## config.mk

```make
export PLATFORM = sky130hd
export DESIGN_NAME = txHoldBuf
export DESIGN_NICKNAME = d
export VERILOG_FILES = /design/src/rtl/txHoldPkg.sv /design/src/rtl/txHoldCtrl.sv /design/src/rtl/txHoldData.sv /design/src/rtl/txHoldBuf.sv
export SDC_FILE = /design/constraint.sdc
export NUM_CORES = 1
export LEC_CHECK = 0
export CORE_AREA = 2 2 59 61
export CTS_BUF_LIST = sky130_fd_sc_hd__clkbuf_2 sky130_fd_sc_hd__clkbuf_4 sky130_fd_sc_hd__clkbuf_8
export CTS_CLUSTER_SIZE = 12
export DETAILED_ROUTE_END_ITERATION = 10
export DIE_AREA = 0 0 61 63
export MAX_ROUTING_LAYER = met4
export PLACE_DENSITY = 0.8
export SLEW_MARGIN = 10
export SYNTH_ARGS = -nofsm -noshare
export SYNTH_HDL_FRONTEND = slang
export SYNTH_SLANG_ARGS = --single-unit
```

## constraint.sdc

```tcl
create_clock -name clk -period 2.4 [get_ports clk]
set_clock_uncertainty 0.2 [all_clocks]
set_input_delay 0.48 -clock clk [delete_from_list [all_inputs] [get_ports clk]]
set_output_delay 0.48 -clock clk [all_outputs]
set_load 0.02 [all_outputs]
```

## src/rtl/txHoldPkg.sv

```systemverilog
package txHoldPkg;
  typedef struct packed {
    logic capture;
    logic bypass;
    logic clear;
  } txCtl_t;
endpackage

```

## src/rtl/txHoldCtrl.sv

```systemverilog
module txHoldCtrl
  import txHoldPkg::*;
(
  input  logic   clk,
  input  logic   rstN,
  input  logic   enable,
  input  logic   wrValid,
  input  logic   shiftBusy,
  output txCtl_t ctl,
  output logic   loadStb,
  output logic   full
);
  logic wrOk, drain, fullNext;

  always_comb begin
    wrOk        = wrValid && enable;
    drain       = enable && full && !shiftBusy;
    ctl.clear   = !enable;
    ctl.bypass  = wrOk && !full && !shiftBusy;
    ctl.capture = wrOk && (full ? !shiftBusy : shiftBusy);
    loadStb     = drain || ctl.bypass;
    if (ctl.clear)        fullNext = 1'b0;
    else if (ctl.capture) fullNext = 1'b1;
    else if (drain)       fullNext = 1'b0;
    else                  fullNext = full;
  end

  always_ff @(posedge clk) begin
    if (!rstN) full <= 1'b0;
    else       full <= fullNext;
  end

  // no strobe while disabled
  a_r7_no_load_disabled: assert property (@(posedge clk) disable iff (!rstN)
    !enable |-> !loadStb);
  // disabling empties the buffer
  a_r8_disable_empties: assert property (@(posedge clk) disable iff (!rstN)
    !enable |=> !full);
  // full and busy keeps full
  a_r5_hold_while_busy: assert property (@(posedge clk) disable iff (!rstN)
    (enable && full && shiftBusy) |=> full);
  // full and idle shifter hands over
  a_r4_drain: assert property (@(posedge clk) disable iff (!rstN)
    (enable && full && !shiftBusy) |-> loadStb);
endmodule

```

## src/rtl/txHoldData.sv

```systemverilog
module txHoldData
  import txHoldPkg::*;
#(
  parameter int DATA_W = 16
) (
  input  logic              clk,
  input  logic              rstN,
  input  txCtl_t            ctl,
  input  logic [DATA_W-1:0] wrData,
  output logic [DATA_W-1:0] loadData
);
  logic [DATA_W-1:0] holdReg;

  always_ff @(posedge clk) begin
    if (!rstN || ctl.clear) holdReg <= '0;
    else if (ctl.capture)   holdReg <= wrData;
  end

  assign loadData = ctl.bypass ? wrData : holdReg;

  // clear zeroes the held word
  a_r8_zeroed: assert property (@(posedge clk) disable iff (!rstN)
    ctl.clear |=> (loadData == '0 || ctl.bypass));
  // captured word held next cycle
  a_r6_captured: assert property (@(posedge clk) disable iff (!rstN)
    (ctl.capture && !ctl.clear) |=> (holdReg == $past(wrData)));
endmodule

```

## src/rtl/txHoldBuf.sv

```systemverilog
module txHoldBuf
  import txHoldPkg::*;
#(
  parameter int DATA_W   = 16,
  parameter int STAT_W   = 32,
  parameter int FULL_BIT = 29
) (
  input  logic              clk,
  input  logic              rstN,
  input  logic              enable,
  input  logic              wrValid,
  input  logic [DATA_W-1:0] wrData,
  input  logic              shiftBusy,
  output logic              loadStb,
  output logic [DATA_W-1:0] loadData,
  output logic              txFull,
  output logic [STAT_W-1:0] statusWord
);
  txCtl_t ctl;

  txHoldCtrl uCtrl (
    .clk(clk), .rstN(rstN), .enable(enable), .wrValid(wrValid),
    .shiftBusy(shiftBusy), .ctl(ctl), .loadStb(loadStb), .full(txFull)
  );

  txHoldData #(.DATA_W(DATA_W)) uData (
    .clk(clk), .rstN(rstN), .ctl(ctl), .wrData(wrData), .loadData(loadData)
  );

  always_comb begin
    statusWord = '0;
    statusWord[FULL_BIT] = txFull;
  end

  // bypass carries the written word
  a_r2_bypass_data: assert property (@(posedge clk) disable iff (!rstN)
    (loadStb && !txFull) |-> (loadData == wrData));
  // busy write into empty buffer sets full
  a_r3_capture: assert property (@(posedge clk) disable iff (!rstN)
    (enable && wrValid && shiftBusy && !txFull) |=> txFull);
endmodule

```

==> run metrics, run 1 <==
Vias 1019; fraction of the core area covered by cells at the end of the flow 0.517; number of rows in the core area 21; Tightest Hold Check Type reg2reg; most used flip-flop cell after synthesis sky130_fd_sc_hd__dfxtp_1; total clock buffers created by CTS 3; instance count of the mapped netlist 134; post-synthesis async set-or-reset flop share 0; kind of end point of the critical path output port; wire length after detailed routing 2.70 mm; sinks on the clock net 17; Setup crit start kind flip-flop; number of antenna violations at the first check in global routing 0; Max Slew Vio Count 0; Post-Place Cell Area 1570 sq um; fill cell instance count of the final layout 315; worst vdd rail ir drop 0.000176 V; WP data required 1.72 ns; Fin. Hold Viols 0; hold_sp uData.holdReg[9]; achievable frequency 424 MHz; start-to-end type of the worst setup path reg2out; fraction of layout cells with a size suffix above 1 0.311; IO buf count 39; Final period util 0.984; Root Buffer sky130_fd_sc_hd__clkbuf_4; number of placed I/O pins 71; clock latency on the worst-skew pair 0.28 ns; worst endpoint data arrival time 1.68 ns; launching point of the worst reg2reg path uCtrl.full; y dimension of the die 63 um; Pre-Repair DR Iteration Count 4; die span in x 61 um; library cell occupying the most area in the post-synthesis netlist sky130_fd_sc_hd__dfxtp_1; leakage power of the design 0.000702 uW; Die Area 3840 sq um; number of synthesized flops with an enable pin 0; number of warning messages in the yosys log 0; actual transition at the worst max-transition pin 0.680 ns; maximum number of pins on one net before global-route repair 18; total negative slack for setup checks 0 ns; routed length per placed instance 11.9 um; Seq cells post-synth 17; CTS Hold Buffers Added 0; final cell count without fillers 226; power density normalized to cell area 394 nW/um^2; Setup crit start uCtrl.full; Reg clk slew, reported paths 0.10 ns; first-pass GRT wire length 4.17 mm; reported max-cap violation count 0; detailed placer's ending HPWL 1.81 mm; synth top area cells sky130_fd_sc_hd__dfxtp_1 29%, sky130_fd_sc_hd__buf_4 21%, sky130_fd_sc_hd__mux2_1 9.5%; H-tree lvl count 1; remaining max-slew budget at the tightest pin 0.545; drt drc 0; # placed instances 220; average size of a mapped cell 8.89 sq um; number of buffers between clock root and the deepest sink 2; post-route standard cell area excluding fillers 1670 sq um; number of global-route vias before repair 898; clock tree from TritonCTS yes; most common cell in the synthesized netlist sky130_fd_sc_hd__buf_4; RSZ-0062 raised after global routing yes; number of DRC violations after detailed-routing iteration 0 35; overall routing resource usage 0.143; antenna-violating nets left 0; setup violation total in the final timing report 0; area added between synthesis and finish 40.2%; netlist area before placement 1190 sq um; distinct cell type count after synthesis 19; sequential cell area fraction in the yosys report 0.286; effective utilization at floorplan 0.369; highest net fanout along the worst path 5; total grt overflow 0; final worst path period need 2.36 ns; run status finished clean; n_diodes 0; core footprint 3230 sq um; Yosys top cell area share 0.286; cell types with the highest counts after synthesis 33 x sky130_fd_sc_hd__buf_4, 17 x sky130_fd_sc_hd__dfxtp_1, 16 x sky130_fd_sc_hd__nand3_1; post-layout net count 202; final weighted congestion of routability-driven global placement 0.713; drt via density 4.51
[metrics by stage]
stage / setup WS, ns / hold slack, ns / power (uW)
global placement: -0.746 / 0.257 / 494
finish: 0.0394 / 0.279 / 659
floorplan: 0.246 / 0.248 / 449
detailed placement: -0.767 / 0.263 / 495
CTS: -0.0148 / 0.283 / 674
global route: -0.0418 / 0.304 / 694
[cells in the final DEF, fill, tap and decap left out, drive strengths merged]
| master | synthesis | routed |
|---|---|---|
| a21boi | 17 | 17 |
| clkdlybuf4s15 | 0 | 1 |
| mux2 | 16 | 16 |
| nand3 | 16 | 16 |
| conb | 1 | 31 |
| and2 | 2 | 2 |
| dlygate4sd2 | 0 | 1 |
| clkinv | 0 | 1 |
| nand2 | 2 | 2 |
| clkdlybuf4s50 | 0 | 19 |
| o21ai | 17 | 17 |
| clkbuf | 5 | 4 |
| nor3b | 1 | 1 |
| xnor2 | 1 | 1 |
| dfxtp | 17 | 17 |
| nor4bb | 1 | 1 |
| xor2 | 1 | 1 |
| nor2 | 1 | 1 |
| buf | 36 | 31 |
[where the power goes]
| part | internal (uW) | switching, uW |
|---|---|---|
| Sequential | 287 | 2.40 |
| Clock | 61.8 | 93.3 |
| Combinational | 95.4 | 119 |
| Total | 444 | 215 |
[metal layers]
layer	up-vias	routed length, um	GRT usage	part of all wire
met5	-	0	-	0
met4	0	0	0.0326	0
met3	0	160	0.0248	0.059
met2	43	1350	0.237	0.50
met1	485	1190	0.179	0.44
li1	491	-	-	-
[state kept, by name (all words and copies together) (netlist names)]
name and cells:
uCtrl.full 1, uData.holdReg 16
[cell families after synthesis]
group | after synthesis | share of synthesized area
buffers and inverters | 41 | 0.252
AOI/OAI and AO/OA | 34 | 0.179
and+or+nand+nor | 23 | 0.102
DFF | 17 | 0.286
muxes | 16 | 0.151
xor gates and xnor gates | 2 | 0.0273
other | 1 | 0.00315
[path summary, 6_finish.rpt]
check / slack (ns) / cells after the start / to
worst max register to register: 0.72 / 4 / uData.holdReg[15]
worst max-delay path: 0.04 / 5 / loadData[15]
worst min register to register: 0.28 / 2 / uData.holdReg[9]
worst min-delay path: 0.28 / 2 / uData.holdReg[9]
[what timing repair did]
action                                 in CTS  in global routing
setup endpoints to repair                  17                 16
setup buffers                               2                  0
cloned                                      1                  0
pin swaps                                   1                  1
endpoints found under the hold margin       0                  0
resized for setup                         115                  6
[area by class of cell]
type                       count  area [sq um]  area share
sequential                    17           342       0.204
clock inverter                 1          5.00     0.00300
multi-input combinational    106           723       0.433
timing repair buffer          53           520       0.312
tap                           46          57.6      0.0345
clock buffer                   3          22.5      0.0135
[worst max-delay path, cell delays in order (launching register included)]
cell	delay, ns
sky130_fd_sc_hd__dfxtp_2	0.35
sky130_fd_sc_hd__nor4bb_4	0.29
sky130_fd_sc_hd__buf_4	0.17
sky130_fd_sc_hd__buf_6	0.12
sky130_fd_sc_hd__mux2_2	0.34
sky130_fd_sc_hd__buf_6	0.13
No activity file was read; power rests on OpenSTA's default activity.
==> inputs of run 2 (changes only) <==
--- a/config.mk
+++ b/config.mk
@@ -11,7 +11,7 @@
 export DETAILED_ROUTE_END_ITERATION = 10
 export DIE_AREA = 0 0 61 63
 export MAX_ROUTING_LAYER = met4
-export PLACE_DENSITY = 0.8
+export PLACE_DENSITY_LB_ADDON = 0.25
 export SLEW_MARGIN = 10
 export SYNTH_ARGS = -nofsm -noshare
 export SYNTH_HDL_FRONTEND = slang
==> run metrics, run 2 (synthesized netlist as in run 1, its figures left out) <==
run status finished clean; overall routing resource usage 0.148; max reg flops 16; worst vdd rail ir drop 0.000160 V; n_diodes 0; first-pass GRT wire length 4.21 mm; detailed placer's ending HPWL 1.92 mm; achievable frequency 427 MHz; Tightest Hold Check Type reg2reg; number of rows in the core area 21; IO buf count 39; kind of end point of the critical path output port; remaining max-slew budget at the tightest pin 0.545; start-to-end type of the worst setup path reg2out; final weighted congestion of routability-driven global placement 0.680; clock tree from TritonCTS yes; area added between synthesis and finish 35.6%; Worst path max stage delay 0.35 ns; combined buffer and inverter count along the critical path 2; Biggest register uData.holdReg; WP data required 1.72 ns; effective utilization at floorplan 0.369; post-layout net count 196; Setup crit start kind flip-flop; top library cells by usage in the layout, fill and taps aside 31 x sky130_fd_sc_hd__conb_1, 19 x sky130_fd_sc_hd__clkdlybuf4s50_1, 18 x sky130_fd_sc_hd__buf_6; post-route standard cell area excluding fillers 1620 sq um; final worst path period need 2.34 ns; Pre-Repair DR Iteration Count 4; routed length per placed instance 12.3 um; # placed instances 216; number of DRC violations after detailed-routing iteration 0 16; leading cell type in the layout, fill and taps excluded sky130_fd_sc_hd__conb_1; setup violation total in the final timing report 0; number of buffers between clock root and the deepest sink 2; leakage power of the design 0.000669 uW; top cell family by delay on the critical path flip-flops; Max Slew Vio Count 0; Top cell by count, worst path sky130_fd_sc_hd__buf_6; total grt overflow 0; core footprint 3230 sq um; Reg clk slew, reported paths 0.10 ns; Final period util 0.976; fraction of layout cells with a size suffix above 1 0.287; drt via density 4.55; antenna-violating nets left 0; number of global-route vias before repair 934; Fin. Hold Viols 0; maximum number of pins on one net before global-route repair 18; reported max-cap violation count 0; H-tree lvl count 1; Root Buffer sky130_fd_sc_hd__clkbuf_4; drt drc 0; die span in x 61 um; CP cell instances nor4bb_4 > buf_6 > mux2_2 > buf_6; Die Area 3840 sq um; number of placed I/O pins 71; actual transition at the worst max-transition pin 0.679 ns; sinks on the clock net 17; fraction of the core area covered by cells at the end of the flow 0.500; leading registers by flop count uData.holdReg x16, uCtrl.full x1; final cell count without fillers 220; slowest stage cell, crit path sky130_fd_sc_hd__dfxtp_2; wire length after detailed routing 2.70 mm; fill cell instance count of the final layout 319; power density normalized to cell area 412 nW/um^2; overall power of the completed layout 666 uW; worst endpoint data arrival time 1.66 ns; Vias 1000; Post-Place Cell Area 1530 sq um; clock latency on the worst-skew pair 0.30 ns; highest net fanout along the worst path 8; number of antenna violations at the first check in global routing 0; total clock buffers created by CTS 3; CTS Hold Buffers Added 0; RSZ-0062 raised after global routing yes; y dimension of the die 63 um
[run 2: cell count changes in the layout (fill, tap and decap cells not counted), sizes merged]
cell,previous run,this run
buf,31,25
clkinv,1,0
clkbuf,4,5
[run 2: layout make-up]
type | instances | area (sq um) | area share
clock buffer | 4 | 30.0 | 0.0186
multi-input combinational | 106 | 719 | 0.445
sequential | 17 | 342 | 0.211
tap | 46 | 57.6 | 0.0356
timing repair buffer | 47 | 467 | 0.289
[run 2: final timing paths]
path / start / to / slack, ns / cells past startpoint
worst max-delay path: uCtrl.full / loadData[3] / 0.06 / 4
worst min-delay path: uData.holdReg[11] / uData.holdReg[11] / 0.29 / 2
worst max register to register: uCtrl.full / uData.holdReg[14] / 0.64 / 4
worst min register to register: uData.holdReg[11] / uData.holdReg[11] / 0.29 / 2
[run 2: tightest hold or removal path, delay by kind of cell, from the launching register on]
family          cells  cell delay (ns)
compound gates      2             0.13
flops               1             0.32
[run 2: what timing repair did]
action                     4_1_cts  5_1_grt
setup buffers                    0        0
resized for setup               92       28
setup endpoints to repair       17       16
pin swaps                        1        1
[run 2: metrics by stage]
step | hold WS [ns] | setup slack (ns) | TNS (ns)
global route | 0.300 | -0.0348 | -0.154
detailed placement | 0.265 | -0.732 | -11.69
CTS | 0.282 | 0.00365 | 0
global placement | 0.256 | -0.713 | -11.37
finish | 0.285 | 0.0574 | 0
floorplan | 0.248 | 0.246 | 0
[run 2: layer usage]
layer | track usage | vias up | part of all wire
li1 | - | 478 | -
met4 | 0.0489 | 0 | 0.017
met5 | - | - | 0
met1 | 0.181 | 467 | 0.41
met3 | 0.0290 | 5 | 0.082
met2 | 0.239 | 50 | 0.49
[run 2: power by group]
part	switching, uW	leakage (uW)	internal (uW)
Clock	94.6	0.0000184	76.2
Sequential	2.46	0.000138	287
Combinational	118	0.000513	88.2
